**src/rtl/pic_pkg.sv**
```systemverilog
package pic_pkg;
  typedef enum logic [2:0] {
    ST_WAIT1,
    ST_BASE,
    ST_SLAVE,
    ST_OPTS,
    ST_RUN
  } seq_state_e;

  localparam int CMD_W = 8;
endpackage

```
**src/rtl/pic_init_seq.sv**
```systemverilog
module pic_init_seq
  import pic_pkg::*;
#(
  parameter int NUM_IN = 8,
  parameter int BASE_W = 5
) (
  input  logic              clk,
  input  logic              rst_n,
  input  logic              wr_en,
  input  logic              addr,
  input  logic [CMD_W-1:0]  wdata,
  output logic              ready,
  output logic              start_stb,
  output logic              mask_stb,
  output logic              eoi_stb,
  output logic              level_mode,
  output logic              cascade,
  output logic              aeoi,
  output logic [BASE_W-1:0] base,
  output logic [NUM_IN-1:0] slave_map
);
  localparam int IDX_W = CMD_W - BASE_W;

  seq_state_e        st_q, st_n;
  logic              level_q, level_n;
  logic              single_q, single_n;
  logic              need_opts_q, need_opts_n;
  logic              aeoi_q, aeoi_n;
  logic [BASE_W-1:0] base_q, base_n;
  logic [NUM_IN-1:0] smap_q, smap_n;
  logic              wr_even, wr_odd;
  logic              cfg_unused;

  assign wr_even    = wr_en & ~addr;
  assign wr_odd     = wr_en & addr;
  assign start_stb  = wr_even & wdata[4];
  assign ready      = (st_q == ST_RUN);
  assign mask_stb   = wr_odd & ready;
  assign eoi_stb    = wr_even & ready & (wdata[7:5] == 3'b001) & (wdata[4:3] == 2'b00);
  assign cfg_unused = ^{wdata[2], wdata[IDX_W-1:0]};

  always_comb begin
    st_n        = st_q;
    level_n     = level_q;
    single_n    = single_q;
    need_opts_n = need_opts_q;
    aeoi_n      = aeoi_q;
    base_n      = base_q;
    smap_n      = smap_q;
    if (start_stb) begin
      st_n        = ST_BASE;
      level_n     = wdata[3];
      single_n    = wdata[1];
      need_opts_n = wdata[0];
      aeoi_n      = 1'b0;
      smap_n      = '0;
    end else if (wr_odd) begin
      unique case (st_q)
        ST_BASE: begin
          base_n = wdata[CMD_W-1:IDX_W];
          if (!single_q)       st_n = ST_SLAVE;
          else if (need_opts_q) st_n = ST_OPTS;
          else                 st_n = ST_RUN;
        end
        ST_SLAVE: begin
          smap_n = wdata[NUM_IN-1:0];
          st_n   = need_opts_q ? ST_OPTS : ST_RUN;
        end
        ST_OPTS: begin
          aeoi_n = wdata[1];
          st_n   = ST_RUN;
        end
        default: ;
      endcase
    end
  end

  always_ff @(posedge clk or negedge rst_n) begin
    if (!rst_n) begin
      st_q        <= ST_WAIT1;
      level_q     <= 1'b0;
      single_q    <= 1'b0;
      need_opts_q <= 1'b0;
      aeoi_q      <= 1'b0;
      base_q      <= '0;
      smap_q      <= '0;
    end else begin
      st_q        <= st_n;
      level_q     <= level_n;
      single_q    <= single_n;
      need_opts_q <= need_opts_n;
      aeoi_q      <= aeoi_n;
      base_q      <= base_n;
      smap_q      <= smap_n;
    end
  end

  assign level_mode = level_q;
  assign cascade    = ~single_q;
  assign aeoi       = aeoi_q;
  assign base       = base_q;
  assign slave_map  = smap_q;

  AST_START_RESTARTS: assert property (@(posedge clk) disable iff (!rst_n)
    start_stb |=> (st_q == ST_BASE));
  AST_SEQ_NO_SKIP_BASE: assert property (@(posedge clk) disable iff (!rst_n)
    (st_q == ST_WAIT1) && !start_stb |=> (st_q == ST_WAIT1));
endmodule

```
**src/rtl/pic_req_latch.sv**
```systemverilog
module pic_req_latch #(
  parameter int NUM_IN = 8
) (
  input  logic              clk,
  input  logic              rst_n,
  input  logic [NUM_IN-1:0] irq_in,
  input  logic              level_mode,
  input  logic              clr_all,
  input  logic [NUM_IN-1:0] take_clr,
  output logic [NUM_IN-1:0] irr
);
  logic [NUM_IN-1:0] prev_q;
  logic [NUM_IN-1:0] irr_q, irr_n;
  logic [NUM_IN-1:0] rise;

  assign rise = irq_in & ~prev_q;

  always_comb begin
    if (clr_all)         irr_n = '0;
    else if (level_mode) irr_n = irq_in;
    else                 irr_n = (irr_q & ~take_clr) | rise;
  end

  always_ff @(posedge clk or negedge rst_n) begin
    if (!rst_n) begin
      prev_q <= '0;
      irr_q  <= '0;
    end else begin
      prev_q <= irq_in;
      irr_q  <= irr_n;
    end
  end

  assign irr = irr_q;

  AST_EDGE_NEEDS_RISE: assert property (@(posedge clk) disable iff (!rst_n)
    !level_mode && !clr_all && (irr_q == '0) && (rise == '0) |=> (irr_q == '0));
endmodule

```
**src/rtl/pic_prio.sv**
```systemverilog
module pic_prio #(
  parameter int NUM_IN = 8,
  parameter int IDX_W  = 3
) (
  input  logic [NUM_IN-1:0] req,
  input  logic [NUM_IN-1:0] isr,
  output logic [NUM_IN-1:0] grant,
  output logic [IDX_W-1:0]  idx,
  output logic              hit
);
  logic [NUM_IN-1:0] blocked;
  logic [NUM_IN-1:0] elig;

  for (genvar i = 0; i < NUM_IN; i++) begin : g_block
    assign blocked[i] = |isr[i:0];
  end

  assign elig = req & ~blocked;
  assign hit  = |elig;

  always_comb begin
    grant = '0;
    idx   = '0;
    for (int i = NUM_IN - 1; i >= 0; i--) begin
      if (elig[i]) begin
        grant    = '0;
        grant[i] = 1'b1;
        idx      = IDX_W'(i);
      end
    end
  end

  always_comb begin
    AST_GRANT_ONEHOT: assert ($onehot0(grant));
  end
endmodule

```
**src/rtl/prog_irq_ctrl.sv**
```systemverilog
module prog_irq_ctrl
  import pic_pkg::*;
#(
  parameter int NUM_IN = 8,
  parameter int VEC_W  = 8
) (
  input  logic              clk,
  input  logic              rst_n,
  input  logic              wr_en,
  input  logic              addr,
  input  logic [7:0]        wdata,
  input  logic [NUM_IN-1:0] irq_in,
  input  logic              ack,
  output logic              int_o,
  output logic [VEC_W-1:0]  vec_o,
  output logic              vec_valid,
  output logic              cas_sel
);
  localparam int IDX_W  = $clog2(NUM_IN);
  localparam int BASE_W = VEC_W - IDX_W;

  logic              ready, start_stb, mask_stb, eoi_stb;
  logic              level_mode, cascade, aeoi;
  logic [BASE_W-1:0] base;
  logic [NUM_IN-1:0] slave_map;
  logic [NUM_IN-1:0] irr, grant;
  logic [IDX_W-1:0]  win_idx;
  logic              hit, take;

  logic [NUM_IN-1:0] imr_q, imr_n;
  logic [NUM_IN-1:0] isr_q, isr_n;
  logic [VEC_W-1:0]  vec_q, vec_n;
  logic              vv_q, cas_q, cas_n;

  pic_init_seq #(.NUM_IN(NUM_IN), .BASE_W(BASE_W)) seq_i (
    .clk(clk), .rst_n(rst_n), .wr_en(wr_en), .addr(addr), .wdata(wdata),
    .ready(ready), .start_stb(start_stb), .mask_stb(mask_stb), .eoi_stb(eoi_stb),
    .level_mode(level_mode), .cascade(cascade), .aeoi(aeoi),
    .base(base), .slave_map(slave_map)
  );

  pic_req_latch #(.NUM_IN(NUM_IN)) req_i (
    .clk(clk), .rst_n(rst_n), .irq_in(irq_in), .level_mode(level_mode),
    .clr_all(start_stb), .take_clr(take ? grant : '0), .irr(irr)
  );

  pic_prio #(.NUM_IN(NUM_IN), .IDX_W(IDX_W)) prio_i (
    .req(irr & ~imr_q), .isr(isr_q), .grant(grant), .idx(win_idx), .hit(hit)
  );

  assign int_o = ready & hit;
  assign take  = ack & int_o;

  always_comb begin
    imr_n = imr_q;
    isr_n = isr_q;
    vec_n = vec_q;
    cas_n = 1'b0;
    if (start_stb) begin
      imr_n = '0;
      isr_n = '0;
    end else begin
      if (mask_stb) imr_n = wdata[NUM_IN-1:0];
      if (eoi_stb)  isr_n = isr_n & (isr_n - 1'b1);
      if (take) begin
        if (!aeoi) isr_n = isr_n | grant;
        vec_n = {base, win_idx};
        cas_n = cascade & |(grant & slave_map);
      end
    end
  end

  always_ff @(posedge clk or negedge rst_n) begin
    if (!rst_n) begin
      imr_q <= '0;
      isr_q <= '0;
      vec_q <= '0;
      vv_q  <= 1'b0;
      cas_q <= 1'b0;
    end else begin
      imr_q <= imr_n;
      isr_q <= isr_n;
      vec_q <= vec_n;
      vv_q  <= take;
      cas_q <= cas_n;
    end
  end

  assign vec_o     = vec_q;
  assign vec_valid = vv_q;
  assign cas_sel   = cas_q;

  AST_START_CLEARS: assert property (@(posedge clk) disable iff (!rst_n)
    start_stb |=> (isr_q == '0) && (imr_q == '0));
  AST_VEC_BASE: assert property (@(posedge clk) disable iff (!rst_n)
    vec_valid |-> (vec_o[VEC_W-1:IDX_W] == base));
  AST_NO_SPURIOUS_VEC: assert property (@(posedge clk) disable iff (!rst_n)
    ack && !int_o |=> !vec_valid);
  AST_ACK_GIVES_VEC: assert property (@(posedge clk) disable iff (!rst_n)
    ack && int_o |=> vec_valid);
  AST_AEOI_EMPTY: assert property (@(posedge clk) disable iff (!rst_n)
    aeoi |-> (isr_q == '0));
  AST_EOI_DROPS_ONE: assert property (@(posedge clk) disable iff (!rst_n)
    eoi_stb && (isr_q != '0) && !take |=> ($countones(isr_q) == $countones($past(isr_q)) - 1));
  AST_CAS_WITH_VEC: assert property (@(posedge clk) disable iff (!rst_n)
    cas_sel |-> vec_valid);
endmodule

```
**config.mk**
```make
export PLATFORM = sky130hd
export DESIGN_NAME = prog_irq_ctrl
export DESIGN_NICKNAME = d
export VERILOG_FILES = /design/src/rtl/pic_pkg.sv /design/src/rtl/pic_init_seq.sv /design/src/rtl/pic_req_latch.sv /design/src/rtl/pic_prio.sv /design/src/rtl/prog_irq_ctrl.sv
export SDC_FILE = /design/constraint.sdc
export NUM_CORES = 1
export LEC_CHECK = 0
export ABC_AREA = 1
export BUFFER_PORTS_ARGS = -buffer_cell sky130_fd_sc_hd__buf_2
export CORE_MARGIN = 5
export CORE_UTILIZATION = 54
export CTS_CLUSTER_DIAMETER = 60
export DETAILED_ROUTE_END_ITERATION = 12
export PLACE_DENSITY = 0.84
export SYNTH_ARGS = -nofsm -noshare
export SYNTH_HDL_FRONTEND = slang
export SYNTH_SLANG_ARGS = --single-unit
```
**constraint.sdc**
```tcl
create_clock -name clk -period 2.2 [get_ports clk]
set_input_delay 0.33 -clock clk [delete_from_list [all_inputs] [get_ports clk]]
set_output_delay 0.33 -clock clk [all_outputs]
set_load 0.05 [all_outputs]
```
# ---- Yosys cells after proc, flatten, opt, wreduce, memory -nomap -nowiden
# Index checks and enable logic that the tools add are counted.
# Widths: inputs -> output; s select.
dict set report op_classes {
  eq_ne 5
  n_mux 39
  bitwise_logic 25
  n_reduce_logical 20
  add_sub_neg 1
}
# op count
set op_table {}
lappend op_table {{$mux 8} 21}
lappend op_table {{$and 8x8->8} 6}
lappend op_table {{$mux 3} 12}
lappend op_table {{$not 8->8} 4}
lappend op_table {{$reduce_or 8->1} 3}
lappend op_table {{$or 8x8->8} 2}
lappend op_table {{$and 1x1->1} 10}
lappend op_table {{$pmux 3 s3} 1}
lappend op_table {{$reduce_and 2->1} 4}
lappend op_table {{$reduce_bool 2->1} 4}
lappend op_table {{$sub 8x1->8 const B} 1}
lappend op_table {{$reduce_or 7->1} 1}
lappend op_table {{$eq 3x1->1 const B} 2}
lappend op_table {{$eq 3x2->1 const B} 2}
lappend op_table {{$reduce_or 6->1} 1}
lappend op_table {{$mux 1} 5}
lappend op_table {{$reduce_or 5->1} 1}
lappend op_table {{$reduce_bool 4->1} 1}
lappend op_table {{$reduce_or 4->1} 1}
lappend op_table {{$eq 3x3->1 const B} 1}
lappend op_table {{$not 1->1} 3}
lappend op_table {{$reduce_and 3->1} 1}
lappend op_table {{$reduce_or 3->1} 1}
lappend op_table {{$logic_not 2->1} 1}
lappend op_table {{$reduce_or 2->1} 1}
dict set report word_totals {
  word_cells 104
  regBits 62
  inputBits 21
}

# ---- Logic depth before layout (Yosys ltp)
# Gate-level depths: netlist of the first run.
dict set report logic_depth {
  word_depth 17
  depth_mapped 11
  ltp_nobuf 11
}

# ---- Modules after synthesis
# Synthesis of the first run repeated with hierarchy kept, for this count alone.
dict set report hier_totals {
  cells_unflattened 390
  hier_area_um2 3184.3
}
# mod instances area_each_um2 cells_each
set modules_own_cells {}
lappend modules_own_cells {prog_irq_ctrl 1 1372.6 180}
lappend modules_own_cells {pic_init_seq 1 944.7 105}
lappend modules_own_cells {pic_req_latch 1 635.6 59}
lappend modules_own_cells {pic_prio 1 231.5 46}

# ---- Worst setup path before layout of the first run
# No wires, ideal clock.
dict set report synth_path {
  kind {flip-flop to output port}
  start {reg isr_q[0]}
  end {out int_o}
  required_time_ns 1.870
  path_stages_with_launch 8
  arrival_ns 1.456
  path_slack_ns 0.414
  path_cell_list {dfrtp_1 -> nor2_4 -> nand3_2 -> nand2_2 -> nor2_2 -> nand3_4 -> nand2_4 -> inv_1}
}
dict set report synth_between {
  elab_chain_cells 5
}
# item line_no
set synth_lines {}
lappend synth_lines {{start: declaration} prog_irq_ctrl.sv:31} ;# logic [NUM_IN-1:0] isr_q, isr_n;
lappend synth_lines {{start signal: assignment} prog_irq_ctrl.sv:82} ;# isr_q <= isr_n;
lappend synth_lines {{$reduce_or 8->1 (tied with other cells)} pic_prio.sv:15} ;# assign blocked[i] = |isr[i:0];
lappend synth_lines {{$not 8->8 (*)} pic_prio.sv:18} ;# assign elig = req & ~blocked;
lappend synth_lines {{$and 8x8->8 (*)} pic_prio.sv:18}
lappend synth_lines {{$reduce_or 8->1 (*)} pic_prio.sv:19} ;# assign hit = |elig;
lappend synth_lines {{$and 1x1->1 (*)} prog_irq_ctrl.sv:51} ;# assign int_o = ready & hit;
lappend synth_lines {{end: declaration} prog_irq_ctrl.sv:14} ;# output logic int_o,
# Mark *: on every way between the ends. The rest lies on a longest branch, timed or not.

# ---- Worst setup path after layout of the first run
# Same ends and word-level chain as after synthesis.

==> qor.yml, run 1 <==
status: "completed"
drt-total-wl_mm: 7.161
switchingPower_mw: 1.707
portBuffers: 31
ant_nets: 0
avgViaCountPerCell: 5.396
slew_headroom_pct: 61.55
path_class: "register to output port"
wl_per_cell_um: 14.47
required_ns: 1.87
cts.clk_slew.worst_paths_ns: 0.07
crit_path_end_kind: "output port"
place_hpwl_mm: 5.192
crit_fanout: 6
synth_seq_cells: 62
internal_power_mw: 2.448
setup_ws_ns: 0.04761
fin_hold_ws_ns: 0.1061
nFillCells: 450
use_met2_pct: 32.14
power.share.sequential_pct: 38.5
start_util_pct: 54.84
htree_levels: 3
crit_top_cell: "nand3_4"
switching_share_pct: 41.09
cts_tree: "built"
cts_buffer_depth: 2
regArea_mm2: 0.001553
gp_congestion: 0.8942
dr.pass1.iters: 5
yosys_warnings: 0
layout-drive-gt1-share_pct: 17.73
cap_violations: 0
io-pin-count: 32
final_cells: 495
antenna_found_initial: 0
syn-num-nets: 397
async_reset_ff_share_pct: 100.0
hold_depth: 1
track_usage_pct: 20.76
fin_skew_ns: 0.01013
top_usage_layer: "met2"
arrival_ns: 1.82
grt_pass1_wl_mm: 11.74
p_clk_share_pct: 23.2
grt_max_degree: 39
drtIter0Drc: 203
syn_inst: 376
dp.cells: 473
die_x_um: 84.32
p_per_area_mw_per_mm2: 1180
drc: 0
synthesis.area_mm2: 0.002983
setup-violations-final: 0
finalHoldViolations: 0
grt_pass1_vias: 2499
start_kind: "register"
worst_slew_pin_slew_ns: 0.5768
syn_avg_cell_area_um2: 7.933
cts_root_buffer: "clkbuf_8"
syn_to_final_growth_pct: 18.00
fp-row-count: 27
cts-buffers-inserted: 9
finalCritPeriodShare_pct: 97.84
clock_latency_ns: 0.34
grt_overflow: 0
grtUsageMet3_pct: 4.907
vias: 2671
crit_path_cell_trace: "nor2_4 -> buf_12 -> nand3_4 -> clkinv_1 -> o21ai_2 -> nand3_4 -> nand2_4 -> inv_1 -> buf_6"
num_antenna_cells: 0
cp_slowest_cell: "dfrtp_2"
yosysSeqAreaShare_pct: 52.01
clock.fmax_mhz: 464.6
max_stage_delay_ns: 0.45
core-area_mm2: 0.005439
dp_slack_ns: 0.1712
nets: 439
power_frac_comb_pct: 38.3
numClockSinks: 62
min_path_type: "input pin to register"
synthDistinctLibCells: 27
grt_use_met1_pct: 28.24
period_minus_slack_ns: 2.152
maxSlewViolCount: 0
synth_edf_count: 0
ir_drop_uv: 610.5
reg2regPathDepth: 11
die_h_um: 84.32
die_area_mm2: 0.007110
leakage_nw: 1.811
multi_input_area_mm2: 0.001239
synth_ff_type: "dfrtp_1"
==> path summary, 6_finish.rpt <==
| path | from | endpoint | slack [ns] |
|---|---|---|---|
| setup / recovery | isr_q[0] | int_o | 0.05 |
| hold / removal | irq_in[7] | req_i.prev_q[7] | 0.11 |
| setup reg to reg | isr_q[0] | vec_o[1] | 0.22 |
| hold reg to reg | vec_o[4] | vec_o[4] | 0.48 |
| max in group asynchronous | rst_n | isr_q[0] | 1.07 |
| min in group asynchronous | rst_n | seq_i.base[3] | 0.51 |
==> sequential cells by signal (all words and copies together) (netlist names) <==
register / count
imr_q: 8
seq_i.aeoi: 1
seq_i.need_opts_q: 1
seq_i.slave_map: 8
isr_q: 8
req_i.prev_q: 8
req_i.irr: 8
vec_o: 8
seq_i.st_q: 3
seq_i.base: 5
vec_valid: 1
cas_sel: 1
seq_i.level_mode: 1
seq_i.single_q: 1
==> metal layers <==
metal / share of wire [%] / routed length, um
met5: 0 / 0
met4: 2.7 / 191
met3: 5.3 / 379
met2: 47 / 3385
met1: 45 / 3204
==> placed cells by master (no fill, tap or decap), drive strengths merged <==
cell type / netlist / routed
clkinvlp: 0 / 3
nor2: 49 / 49
nand3: 30 / 30
nor3: 5 / 5
bufinv: 0 / 1
clkbuf: 6 / 10
o22ai: 2 / 2
o21ai: 28 / 28
o21bai: 1 / 1
o21a: 1 / 1
dlygate4sd3: 0 / 1
nand4: 11 / 11
o31ai: 1 / 1
a21oi: 24 / 24
inv: 49 / 49
dfrtp: 62 / 62
clkinv: 2 / 4
nand2: 102 / 102
buf: 3 / 39
==> stage by stage <==
step | utilization, % | setup TNS [ns] | total power, mW | cell area, um2
global placement | 59.33 | 0 | 2.980 | 3227
CTS | 63.40 | 0 | 4.018 | 3448
finish | 64.71 | 0 | 4.155 | 3520
floorplan | - | 0 | 2.649 | 2983
global route | 64.71 | -0.01393 | 4.407 | 3520
detailed placement | 59.33 | 0 | 3.028 | 3227
==> power groups by stage <==
| stage | Combinational [mW] | Clock (mW) | Sequential [mW] |
|---|---|---|---|
| after floorplan | 0.877 | 0 | 1.77 |
| after global placement | 1.38 | 0 | 1.60 |
| after detailed placement | 1.42 | 0 | 1.61 |
| after CTS | 1.45 | 0.974 | 1.59 |
| after global routing | 1.74 | 1.04 | 1.63 |
| final | 1.59 | 0.966 | 1.60 |
==> what timing repair did <==
item                                    4_1_cts  5_1_grt
endpoints found under the hold margin        24        0
endpoints found under the setup margin        1        1
resized for setup                             4        5
pin swaps                                     1        4
setup buffers                                 1        4
hold buffers                                  1        0
==> cell type report <==
cell class,count,area share (%)
flip-flops and latches,62,44.12
multi-input cells,254,35.19
repair buffers,40,7.288
inverters,51,5.439
clock buffers,10,3.626
well taps,72,2.560
clock inverters,6,1.777
==> synthesized netlist by cell type (3+ instances only) <==
master	count	share of area, %
nor3_1	4	0.67
dfrtp_1	62	52
o21ai_0	20	3.4
nor2_2	5	1.0
nand2_1	98	12
a21oi_1	24	4.0
clkbuf_1	6	0.75
o21ai_1	7	1.2
nand3_1	25	4.2
nand4_1	11	2.3
nand3_2	3	1.0
inv_1	47	5.9
nand2_2	3	0.63
nor2_1	42	5.3
==> kinds of logic (layout without fill, tap and decap cells) <==
| family | after synthesis | after routing | share of synthesized area (%) |
|---|---|---|---|
| DFF | 62 | 62 | 52.01 |
| buffers and inverters | 60 | 107 | 7.634 |
| AOI/OAI and AO/OA | 57 | 57 | 10.03 |
| and+or+nand+nor | 197 | 197 | 30.33 |
==> critical path, delay by kind of cell, from the launching register on <==
kind / cells / cell delay [ns]
buffers and inverters: 4 / 0.48
and+or+nand+nor: 4 / 0.47
DFF: 1 / 0.45
AOI/OAI and AO/OA: 1 / 0.09
(Power assumes the default switching activity.)
==> run 2, diff against run 1 <==
--- a/config.mk
+++ b/config.mk
@@ -11,7 +11,7 @@
 export CORE_UTILIZATION = 54
 export CTS_CLUSTER_DIAMETER = 60
 export DETAILED_ROUTE_END_ITERATION = 12
-export PLACE_DENSITY = 0.84
+export PLACE_DENSITY = 0.74
 export SYNTH_ARGS = -nofsm -noshare
 export SYNTH_HDL_FRONTEND = slang
 export SYNTH_SLANG_ARGS = --single-unit
==> run 2 against run 1 <==
Net effect:
- routed wire length shrank 1.7%
- count of clock-buffer cells in the layout down 1
- sequential share of layout area fell by 0.52 points
- die area is the same
- sequential cell count stayed put
- core utilization is 0.71 points higher
- via count decreased by 3.1%
- register-to-register slack better by 0.03 ns
- non-clock buffer count stayed put
- setup slack better by 0.025 ns
- power rose by 3.2%
==> qor.yml, run 2 (synthesis results as in run 1) <==
status: "completed"
leakage_nw: 1.838  # +1.5%
fin_skew_ns: 0.01172  # +0.001583 ns
cts_root_buffer: "clkbuf_8"
rsz0062_at_grt: "no"
nFillCells: 468  # +4.0%
die_area_mm2: 0.007110  # unchanged
cts_tree: "built"
gp_congestion: 0.8547  # -4.4%
nets: 439  # unchanged
core-area_mm2: 0.005439  # unchanged
numClockSinks: 62  # unchanged
grt_pass1_wl_mm: 11.85  # +0.95%
htree_levels: 3  # unchanged
topRoutingLayerUsed: "met4"
die_h_um: 84.32  # unchanged
cap_violations: 0  # unchanged
dr_wl_met3_um: 428  # +13%
place_hpwl_mm: 4.987  # -3.9%
maxSlewViolCount: 0  # unchanged
start_kind: "register"
worst_slew_pin_slew_ns: 0.6379  # +0.06104 ns
wl_met1_mm: 3.127  # -2.4%
antenna_found_initial: 0  # unchanged
path_class: "register to output port"
cts-buffers-inserted: 9  # unchanged
finalCritPeriodShare_pct: 96.72  # -1.1 points
io-pin-count: 32  # unchanged
drt-total-wl_mm: 7.038  # -1.7%
layout_commonest_cell: "nand2_1"
rrSetupSlack_ns: 0.25  # +0.03 ns
portBuffers: 31  # unchanged
setup-violations-final: 0  # unchanged
clock_latency_ns: 0.34  # about the same
grt_pass1_vias: 2501  # +0.080%
syn_to_final_growth_pct: 19.30
regToRegStartpoint: "isr_q[0]"
utilization_pct: 65.42  # +0.71 points
min_path_type: "input pin to asynchronous set/reset pin"
start_util_pct: 54.84  # unchanged
wl_per_cell_um: 14.22  # -1.7%
clock.fmax_mhz: 470.0  # +1.2%
track_usage_pct: 21.14  # +0.38 points
reg2regPathDepth: 11  # unchanged
grt_overflow: 0  # unchanged
finalHoldViolations: 0  # unchanged
grt_max_degree: 37  # -5.1%
setup_tns_ns: 0  # unchanged
crit_fanout: 6  # unchanged
layout-drive-gt1-share_pct: 17.97  # +0.24 points
period_minus_slack_ns: 2.128  # -0.02451 ns
reg2reg_to: "vec_o[7]"
cts_hold_buf: 0  # -1
ant_nets: 0  # unchanged
cts_buffer_depth: 2  # unchanged
dr.pass1.iters: 4  # -1
final_area_mm2: 0.003558  # +1.1%
final_cell_mix: "nand2_1 (98), dfrtp_1 (62), inv_1 (47)"
met2WireLength_mm: 3.344  # -1.2%
p_per_area_mw_per_mm2: 1205  # +2.1%
required_ns: 1.87  # about the same
drc: 0  # unchanged
crit_path_end_kind: "output port"
arrival_ns: 1.80  # -0.02 ns
regArea_mm2: 0.001551  # about the same
slew_headroom_pct: 57.48  # -4.1 points
drtIter0Drc: 158  # -22%
num_antenna_cells: 0  # unchanged
ir_drop_uv: 643.9  # +5.5%
setup_ws_ns: 0.07213  # +0.02451 ns
multi_input_area_mm2: 0.001249  # +0.81%
fp-row-count: 27  # unchanged
vias: 2588  # -3.1%
avgViaCountPerCell: 5.228  # -3.1%
dp_slack_ns: 0.1417  # -0.02952 ns
die_x_um: 84.32  # unchanged
cts.clk_slew.worst_paths_ns: 0.07  # about the same
postPlaceCellArea_mm2: 0.003227  # unchanged
-- run 2: worst max-delay path by stage --
stage | slack, ns | end | start
global route | 0.003 | int_o | isr_q[0]
finish | 0.07 | int_o | isr_q[0]
floorplan | 0.41 | int_o | isr_q[0]
global placement | 0.19 | vec_o[1] | isr_q[0]
detailed placement | 0.14 | vec_o[0] | isr_q[0]
CTS | 0.01 | int_o | isr_q[1]
-- run 2: stage by stage --
step                total power, mW  std cells  hold slack [ns]
CTS                           4.154        491          0.01456
global route                  4.549        495          0.05975
floorplan                     2.649        376          0.03441
finish                        4.288        495         0.004597
global placement              2.981        473           0.3807
detailed placement            3.013        473           0.3853
-- run 2: layout make-up --
cell class / count / share of cell area [%]
Clock inverter: 7 / 2.778
Clock buffer: 9 / 3.481
Multi-Input combinational cell: 254 / 35.09
Sequential cell: 62 / 43.60
Inverter: 51 / 5.380
Tap cell: 72 / 2.532
Timing Repair Buffer: 40 / 7.138
-- run 2: what timing repair did --
item | CTS | global route
pin swaps | 1 | 4
setup buffers | 2 | 4
resized for setup | 3 | 7
setup endpoints to repair | 1 | 3
-- run 2: layer usage --
metal	vias to the layer above	global-route usage (%)
met5	-	0
met4	0	9.503
met3	12	4.220
met2	80	32.28
met1	1204	29.18
li1	1292	-
-- run 2: critical path: stages (launching register included) --
cell and delay (ns):
dfrtp_1 0.42, nor2_4 0.17, buf_12 0.15, nand3_4 0.10, clkinv_1 0.10, o21ai_2 0.09, nand3_4 0.12, nand2_4 0.07
inv_1 0.09, buf_6 0.16
-- run 2: power breakdown --
part / leakage (nW) / internal (mW) / switching [mW]
combinational: 0.948 / 0.525 / 1.08
sequential: 0.780 / 1.41 / 0.170
clock: 0.109 / 0.641 / 0.458
